**config.mk**
```make
export PLATFORM = sky130hd
export DESIGN_NAME = serial_cfg_port
export DESIGN_NICKNAME = d
export VERILOG_FILES = /design/src/rtl/serial_cfg_port.sv
export SDC_FILE = /design/constraint.sdc
export NUM_CORES = 1
export LEC_CHECK = 0
export BUFFER_PORTS_ARGS = -buffer_cell sky130_fd_sc_hd__buf_2
export CAP_MARGIN = 10
export CORE_MARGIN = 2
export CORE_UTILIZATION = 50
export DETAILED_ROUTE_END_ITERATION = 12
export PLACE_DENSITY = 0.82
export SLEW_MARGIN = 15
export SYNTH_ARGS = -nofsm -noshare
export SYNTH_HDL_FRONTEND = slang
export SYNTH_SLANG_ARGS = --single-unit
```
**constraint.sdc**
```tcl
create_clock -name clk -period 4 [get_ports clk]
set_clock_uncertainty 0.05 [all_clocks]
set_input_delay 0.2 -clock clk [delete_from_list [all_inputs] [get_ports clk]]
set_output_delay 0.2 -clock clk [all_outputs]
set_load 0.01 [all_outputs]
```
**src/rtl/serial_cfg_port.sv**
```systemverilog
module serial_cfg_port #(
  parameter int NUM_REGS = 11,
  parameter int SYNC     = 2,
  parameter logic [7:0] ID_BASE = 8'hF0,
  parameter logic [7:0] RD_ID   = 8'h80
) (
  input  logic                  clk,
  input  logic                  rst_n,
  input  logic                  cs_n,
  input  logic                  sclk,
  input  logic                  sdi,
  output logic                  sdo,
  output logic                  sdo_oe,
  input  logic [7:0]            rd_byte,
  output logic                  rd_next,
  output logic [NUM_REGS*7-1:0] cfg
);
  localparam int DW = 7;
  localparam int PW = $clog2(NUM_REGS);

  logic [SYNC-1:0] cs_sy, ck_sy, di_sy;
  logic            ck_d;
  logic            cs_s, di_s, rise;
  logic [6:0]      sh;
  logic [2:0]      bitcnt;
  logic [7:0]      full, off, txsh;
  logic            rd_mode, ptr_ok, id_hit;
  logic [PW-1:0]   ptr;
  logic [DW-1:0]   regs [NUM_REGS];

  assign cs_s   = cs_sy[SYNC-1];
  assign di_s   = di_sy[SYNC-1];
  assign rise   = ck_sy[SYNC-1] & ~ck_d;
  assign full   = {sh, di_s};
  assign off    = full - ID_BASE;
  assign id_hit = (full >= ID_BASE) && (off < 8'(NUM_REGS));
  assign sdo    = txsh[7];
  assign sdo_oe = rd_mode;

  for (genvar g = 0; g < NUM_REGS; g++) begin : g_out
    assign cfg[g*DW +: DW] = regs[g];
  end

  always_ff @(posedge clk or negedge rst_n) begin
    if (!rst_n) begin
      cs_sy <= '1;
      ck_sy <= '1;
      di_sy <= '0;
      ck_d  <= 1'b1;
    end else begin
      cs_sy <= {cs_sy[SYNC-2:0], cs_n};
      ck_sy <= {ck_sy[SYNC-2:0], sclk};
      di_sy <= {di_sy[SYNC-2:0], sdi};
      ck_d  <= ck_sy[SYNC-1];
    end
  end

  always_ff @(posedge clk or negedge rst_n) begin
    if (!rst_n) begin
      sh      <= '0;
      bitcnt  <= '0;
      txsh    <= '0;
      rd_mode <= 1'b0;
      rd_next <= 1'b0;
      ptr_ok  <= 1'b0;
      ptr     <= '0;
      for (int i = 0; i < NUM_REGS; i++) regs[i] <= '0;
    end else begin
      rd_next <= 1'b0;
      if (cs_s) begin
        bitcnt  <= '0;
        rd_mode <= 1'b0;
      end else if (rise) begin
        bitcnt <= bitcnt + 3'd1;
        sh     <= full[6:0];
        if (rd_mode) begin
          if (bitcnt == 3'd7) begin
            txsh    <= rd_byte;
            rd_next <= 1'b1;
          end else begin
            txsh <= {txsh[6:0], 1'b0};
          end
        end else if (bitcnt == 3'd7) begin
          if (full[7]) begin
            if (full == RD_ID) begin
              rd_mode <= 1'b1;
              txsh    <= rd_byte;
              rd_next <= 1'b1;
            end
            ptr_ok <= id_hit;
            if (id_hit) ptr <= PW'(off);
          end else if (ptr_ok) begin
            if (ptr == '0 && full[0])
              for (int i = 0; i < NUM_REGS; i++) regs[i] <= '0;
            else
              regs[ptr] <= full[6:0];
            ptr <= ptr + 1'b1;
            if (ptr == PW'(NUM_REGS - 1)) ptr_ok <= 1'b0;
          end
        end
      end
    end
  end
endmodule


```
## After elaboration in Yosys (flattened, before gate mapping)

Index checks and enable logic that the tools add are counted.

| word-level totals | value |
|---|---|
| flip-flop bits (word level) | 109 |
| word-level logic and storage cells | 80 |

| cells by class | value |
|---|---|
| $add $sub $neg | 3 |
| magnitude comparators | 4 |
| equal/unequal tests | 4 |
| multiplexer cells | 27 |
| bitwise logic cells | 6 |
| reduce and logical (&&, ||, !) cells | 14 |

Operators by type and width:

| operator | number |
|---|---|
| $bwmux 77 | 1 |
| $mux 77 | 1 |
| $mux 8 | 5 |
| $demux 7 s4 | 1 |
| $mux 1 | 13 |
| $mux 4 | 3 |
| $reduce_and 6->1 | 2 |
| $reduce_bool 2->1 | 5 |
| $eq 8x8->1 const B | 1 |
| $ge 8x8->1 const B | 1 |
| $lt 8x4->1 const B | 1 |
| $sub 8x8->8 const B | 1 |
| $mux 7 | 1 |
| $mux 3 | 2 |
| $ge 5x5->1 const B | 1 |
| $lt 5x1->1 const B | 1 |
| $not 4->5 | 1 |
| $reduce_and 5->1 | 1 |
| $add 4x1->4 const B | 1 |
| $eq 4x4->1 const B | 1 |
| $logic_not 4->1 | 1 |
| $not 1->1 | 4 |
| $reduce_and 4->1 | 1 |
| $add 3x1->3 const B | 1 |
| 5 further kinds | 7 |

## Longest topological paths before layout

| logic depth | value |
|---|---|
| word-level depth | 7 |
| depth in mapped cells | 8 |

## Worst setup path after synthesis

OpenSTA, ideal clock, no wires.

| timing path | value |
|---|---|
| path kind | register to register |
| start point | register sh[4] |
| end point | register txsh[1] |
| setup time | 0.125 ns |
| arrival time | 1.798 ns |
| slack | 2.027 ns |
| cell stages (with the launch flop) | 6 |
| cells stage by stage | dfrtp_1 or4_4 nor4_4 a22o_2 buf_6 mux2_4 |

| between the ends | value |
|---|---|
| word-level cells in the longest chain between the ends | 3 |

Ends and longest elaborated chain:

| what | line | source |
|---|---|---|
| from (decl) | 24 | `logic [6:0] sh;` |
| from (signal assigned) | 75 | `sh <= full[6:0];` |
| $eq 8x8->1 | 85 | `if (full == RD_ID) begin` |
| $reduce_bool 2->1 (no source line) | n/a |  |
| $reduce_and 5->1 (no source line) | n/a |  |
| to (signal assigned) | 78 | `txsh <= rd_byte;` |
| to (signal assigned) | 81 | `txsh <= {txsh[6:0], 1'b0};` |
| to (signal assigned) | 87 | `txsh <= rd_byte;` |
| to (decl) | 26 | `logic [7:0] full, off, txsh;` |

No other way between the ends.
A chain may end at the register's enable or synchronous reset.

## Final worst setup path

| timing path | value |
|---|---|
| start point | register ptr[0] |
| end point | register regs, in the netlist cfg[10] |

| between the ends | value |
|---|---|
| word-level cells in the longest chain between the ends | 7 |

Ends and longest elaborated chain:

| what | line | source |
|---|---|---|
| from (decl) | 28 | `logic [PW-1:0] ptr;` |
| from (signal assigned) | 91 | `if (id_hit) ptr <= PW'(off);` |
| from (signal assigned) | 97 | `ptr <= ptr + 1'b1;` |
| $not 4->5 (not written as such) | 96 | `regs[ptr] <= full[6:0];` |
| $ge 5x5->1 (not written as such) / $lt 5x1->1 (equally long branches) | 96 |  |
| $logic_and 1x1->1 (not written as such) | 96 |  |
| $mux 7 (not written as such) | 96 |  |
| $demux 7 s4 | 96 |  |
| $bwmux 77 | 96 |  |
| $mux 77 * | 93 | `if (ptr == '0 && full[0])` |
| to (signal, indexed assignment) | 96 |  |
| to (decl) | 29 | `logic [DW-1:0] regs [NUM_REGS];` |

Every way passes the cells marked *; elsewhere a longest branch is shown, timed or not.

==> metrics.csv <==
stage,metric,value,unit
clock_network,H-tree depth,3,
clock_network,"CTS clk-pin slew, worst paths",0.10,ns
min_path,Hold WC Path Type,input pin to flop,
timing,"Setup violations, final",0,
finish,layout cells sized above 1,0.325,
clock_network,Clock Sinks,108,
clock_network,worst-skew pair later-pin latency,0.37,ns
global_route,antenna violations before repair,0,
synth,top cells by area in the synthesized netlist,"dfrtp_1 57%, a22o_1 9.7%, mux2_2 3.5%, dfstp_2 2.9%, nand2_1 2.5%",
critical_path,Crit Path Max Fanout,20,
synth,"Seq/Total Area, Yosys",0.599,
timing,Final Hold Vio Count,0,
run,max_cap viols,0,
pwr,PwrDens,362,mW/mm2
die,io pins,93,
die,die height,99.1,um
global_route,vias in the first global route,3048,
critical_path,Critical-path top delay cell,or3_1,
synth,most common cell in the netlist,dfrtp_1,
pwr,Pwr Total,1.89,mW
detailed_routing,Final ANT Viol Nets,0,
global_route,Congestion Overflow GR,0,
critical_path,largest stage delay on the critical path,0.78,ns
synth,Post-synth EDFFs,0,
synth,"area leader, netlist",dfrtp_1,
timing,final slew viol count,0,
clock_network,Longest Clk Path Bufs,2,
critical_path,Worst Path Required,4.18,ns
synth,post-synthesis cell type count,52,
timing,Max-slew headroom,0.309,
pwr,leakage power,2.76,nW
critical_path,Crit. End Element,flop,
finish,Area Overhead vs Synth,15.5,%
synth,post-synth top area share,0.570,
critical_path,reg-to-reg critical path startpoint,ptr[0],
critical_path,critical path startpoint category,flop,
synth,Seq cells post-synth,108,
die,Core Footprint,0.00876,mm2
placed_design,GPL Wtd Cong,0.877,
synth,Gate Count Post-Synth,362,
global_route,largest net degree at the start of global routing,87,
timing,"Min Clock Period, post-route",2.48,ns
critical_path,critical-path cell list,inv_1 -> ha_1 -> nand4bb_1 -> or3_1 -> nand3_1 -> o21ai_0,
critical_path,critical path type,flop to flop,
placed_design,PortBufs,91,
pwr,Peak VDD IR,0.000243,V
min_path,HP Start,rd_byte[0],
synth,Syn Std Cell Area,0.00452,mm2
detailed_routing,TritonRoute pass-1 iters,4,
finish,fin nets,463,
placed_design,Detail Placement HPWL,6970,um
global_route,GRT Util Overall,0.210,
die,Die X-Extent,99.1,um
detailed_routing,DR DRC count,0,
timing,crit share post-route,0.619,
detailed_routing,via count of the routed design,3224,
timing,fmax,0.404,GHz
detailed_routing,Initial DRC Count,212,
synth,Mapped Nets,381,
timing,post-route setup TNS,0,ns
timing,RSZ-0062 raised after global routing,false,
detailed_routing,wire per inst,17.7,um
clock_network,CTS Buf Count,9,
synth,Main synth FF type,dfrtp_1,
critical_path,Critical Path AT,2.66,ns
die,FP Rows,34,
clock_network,cell chosen for the clock root,clkbuf_8,
synth,fraction of registers with async set/reset,1.00,
detailed_routing,Vias per Instance,5.79,
clock_network,CTS tree,done,
finish,Ant. Diodes,0,
run_status,run status,"finished, final reports clean",
synth,Commonest cells post-synth,"103 x dfrtp_1, 50 x a22o_1, 30 x nand2_1",
timing,Tightest Pin Transition,1.04,ns
finish,filler instances,710,
die,Initial Utilization,0.516,
global_route,first-pass GRT wire length,16200,um
die,Die Area,0.00982,mm2
critical_path,"setup slack, reg-to-reg",1.52,ns
synth,Mean Syn Cell Area,12.5,um2
critical_path,crit path from,ptr[0],
detailed_routing,final wirelength,9860,um
synth,warnings from Yosys,0,
-- layout make-up --
cell class | count | area [um2] | share of cell area
Sequential cell | 108 | 2710 | 0.519
Multi-Input combinational cell | 223 | 1670 | 0.319
Timing Repair Buffer | 97 | 513 | 0.0982
Inverter | 5 | 18.8 | 0.00359
Tap cell | 108 | 135 | 0.0259
Clock buffer | 9 | 124 | 0.0237
Clock inverter | 7 | 56.3 | 0.0108
-- flip-flops by register name (all words and copies together) (netlist names) --
name and count:
bitcnt 3, cfg 76, ck_d 1, ck_sy 2, cs_sy 2, di_sy 2
ptr 4, ptr_ok 1, rd_next 1, sdo_oe 1, sh 7, txsh 8
-- power by group --
| part | leakage [nW] | internal, mW | switching, mW |
|---|---|---|---|
| clock | 0.0963 | 0.237 | 0.378 |
| combinational | 1.19 | 0.0412 | 0.0777 |
| sequential | 1.48 | 1.11 | 0.0423 |
-- cells in the final DEF (no fill, tap or decap), types with 7 or more instances in the layout --
master / Yosys / routed
o21ai_1: 11 / 11
mux2_2: 14 / 14
buf_2: 7 / 90
clkbuf_8: 0 / 9
nand2_1: 30 / 30
nand3_1: 21 / 21
nor2_1: 11 / 11
dfrtp_1: 103 / 103
a22o_1: 50 / 50
mux2_4: 7 / 7
o21ai_0: 13 / 13
-- metal layers --
metal | up-vias | global-route usage | wire [um]
met2 | 118 | 0.311 | 4650
met1 | 1607 | 0.320 | 4370
li1 | 1485 | - | -
met4 | 0 | 0.0527 | 115
met5 | - | 0 | 0
met3 | 14 | 0.0443 | 723
-- cells by family (layout without fill, tap and decap cells) --
kind of cell | after synthesis | count (layout) | synth area share
adder cells (fa/ha/maj) | 6 | 6 | 0.0166
multiplexers | 26 | 26 | 0.0692
other | 1 | 1 | 0.000829
XOR/XNOR | 1 | 1 | 0.00194
AND/OR/NAND/NOR | 101 | 101 | 0.133
buffers and inverters | 31 | 118 | 0.0326
AO/OA/AOI/OAI | 88 | 88 | 0.147
flip-flops | 108 | 108 | 0.599
-- per-stage QoR --
step           cell area [um2]  cells  setup slack [ns]  utilization  hold WS (ns)
5_1_grt                   5220    557              1.23        0.596        0.0477
3_3_place_gp              5000    537              1.66        0.571         0.256
6_report                  5220    557              1.52        0.596        0.0250
3_5_place_dp              5000    537              1.53        0.571         0.257
2_1_floorplan             4520    362              2.03            -        -0.146
4_1_cts                   5220    557              1.53        0.596        0.0225
-- worst max-delay path, delay by kind of cell (launching register included) --
kind	cells	cell delay, ns
buffers and inverters	1	0.12
flip-flops	1	0.43
AO/OA/AOI/OAI	1	0.10
adder cells (fa/ha/maj)	1	0.26
AND/OR/NAND/NOR	3	1.39
-- worst paths after layout --
path | to | cells after the start
hold / removal | txsh[0] | 3
min in group asynchronous | cfg[12] | 2
setup / recovery | cfg[10] | 6
hold reg to reg | cs_sy[1] | 0
setup reg to reg | cfg[10] | 6
max in group asynchronous | cfg[51] | 3
-- timing repair --
| action | 4_1_cts | 5_1_grt |
|---|---|---|
| hold buffers | 4 | 0 |
| hold endpoints to repair | 37 | 0 |
| gates resized for setup | 0 | 0 |
| buffers inserted | 0 | 0 |
Power figures use the tool's default switching activity.
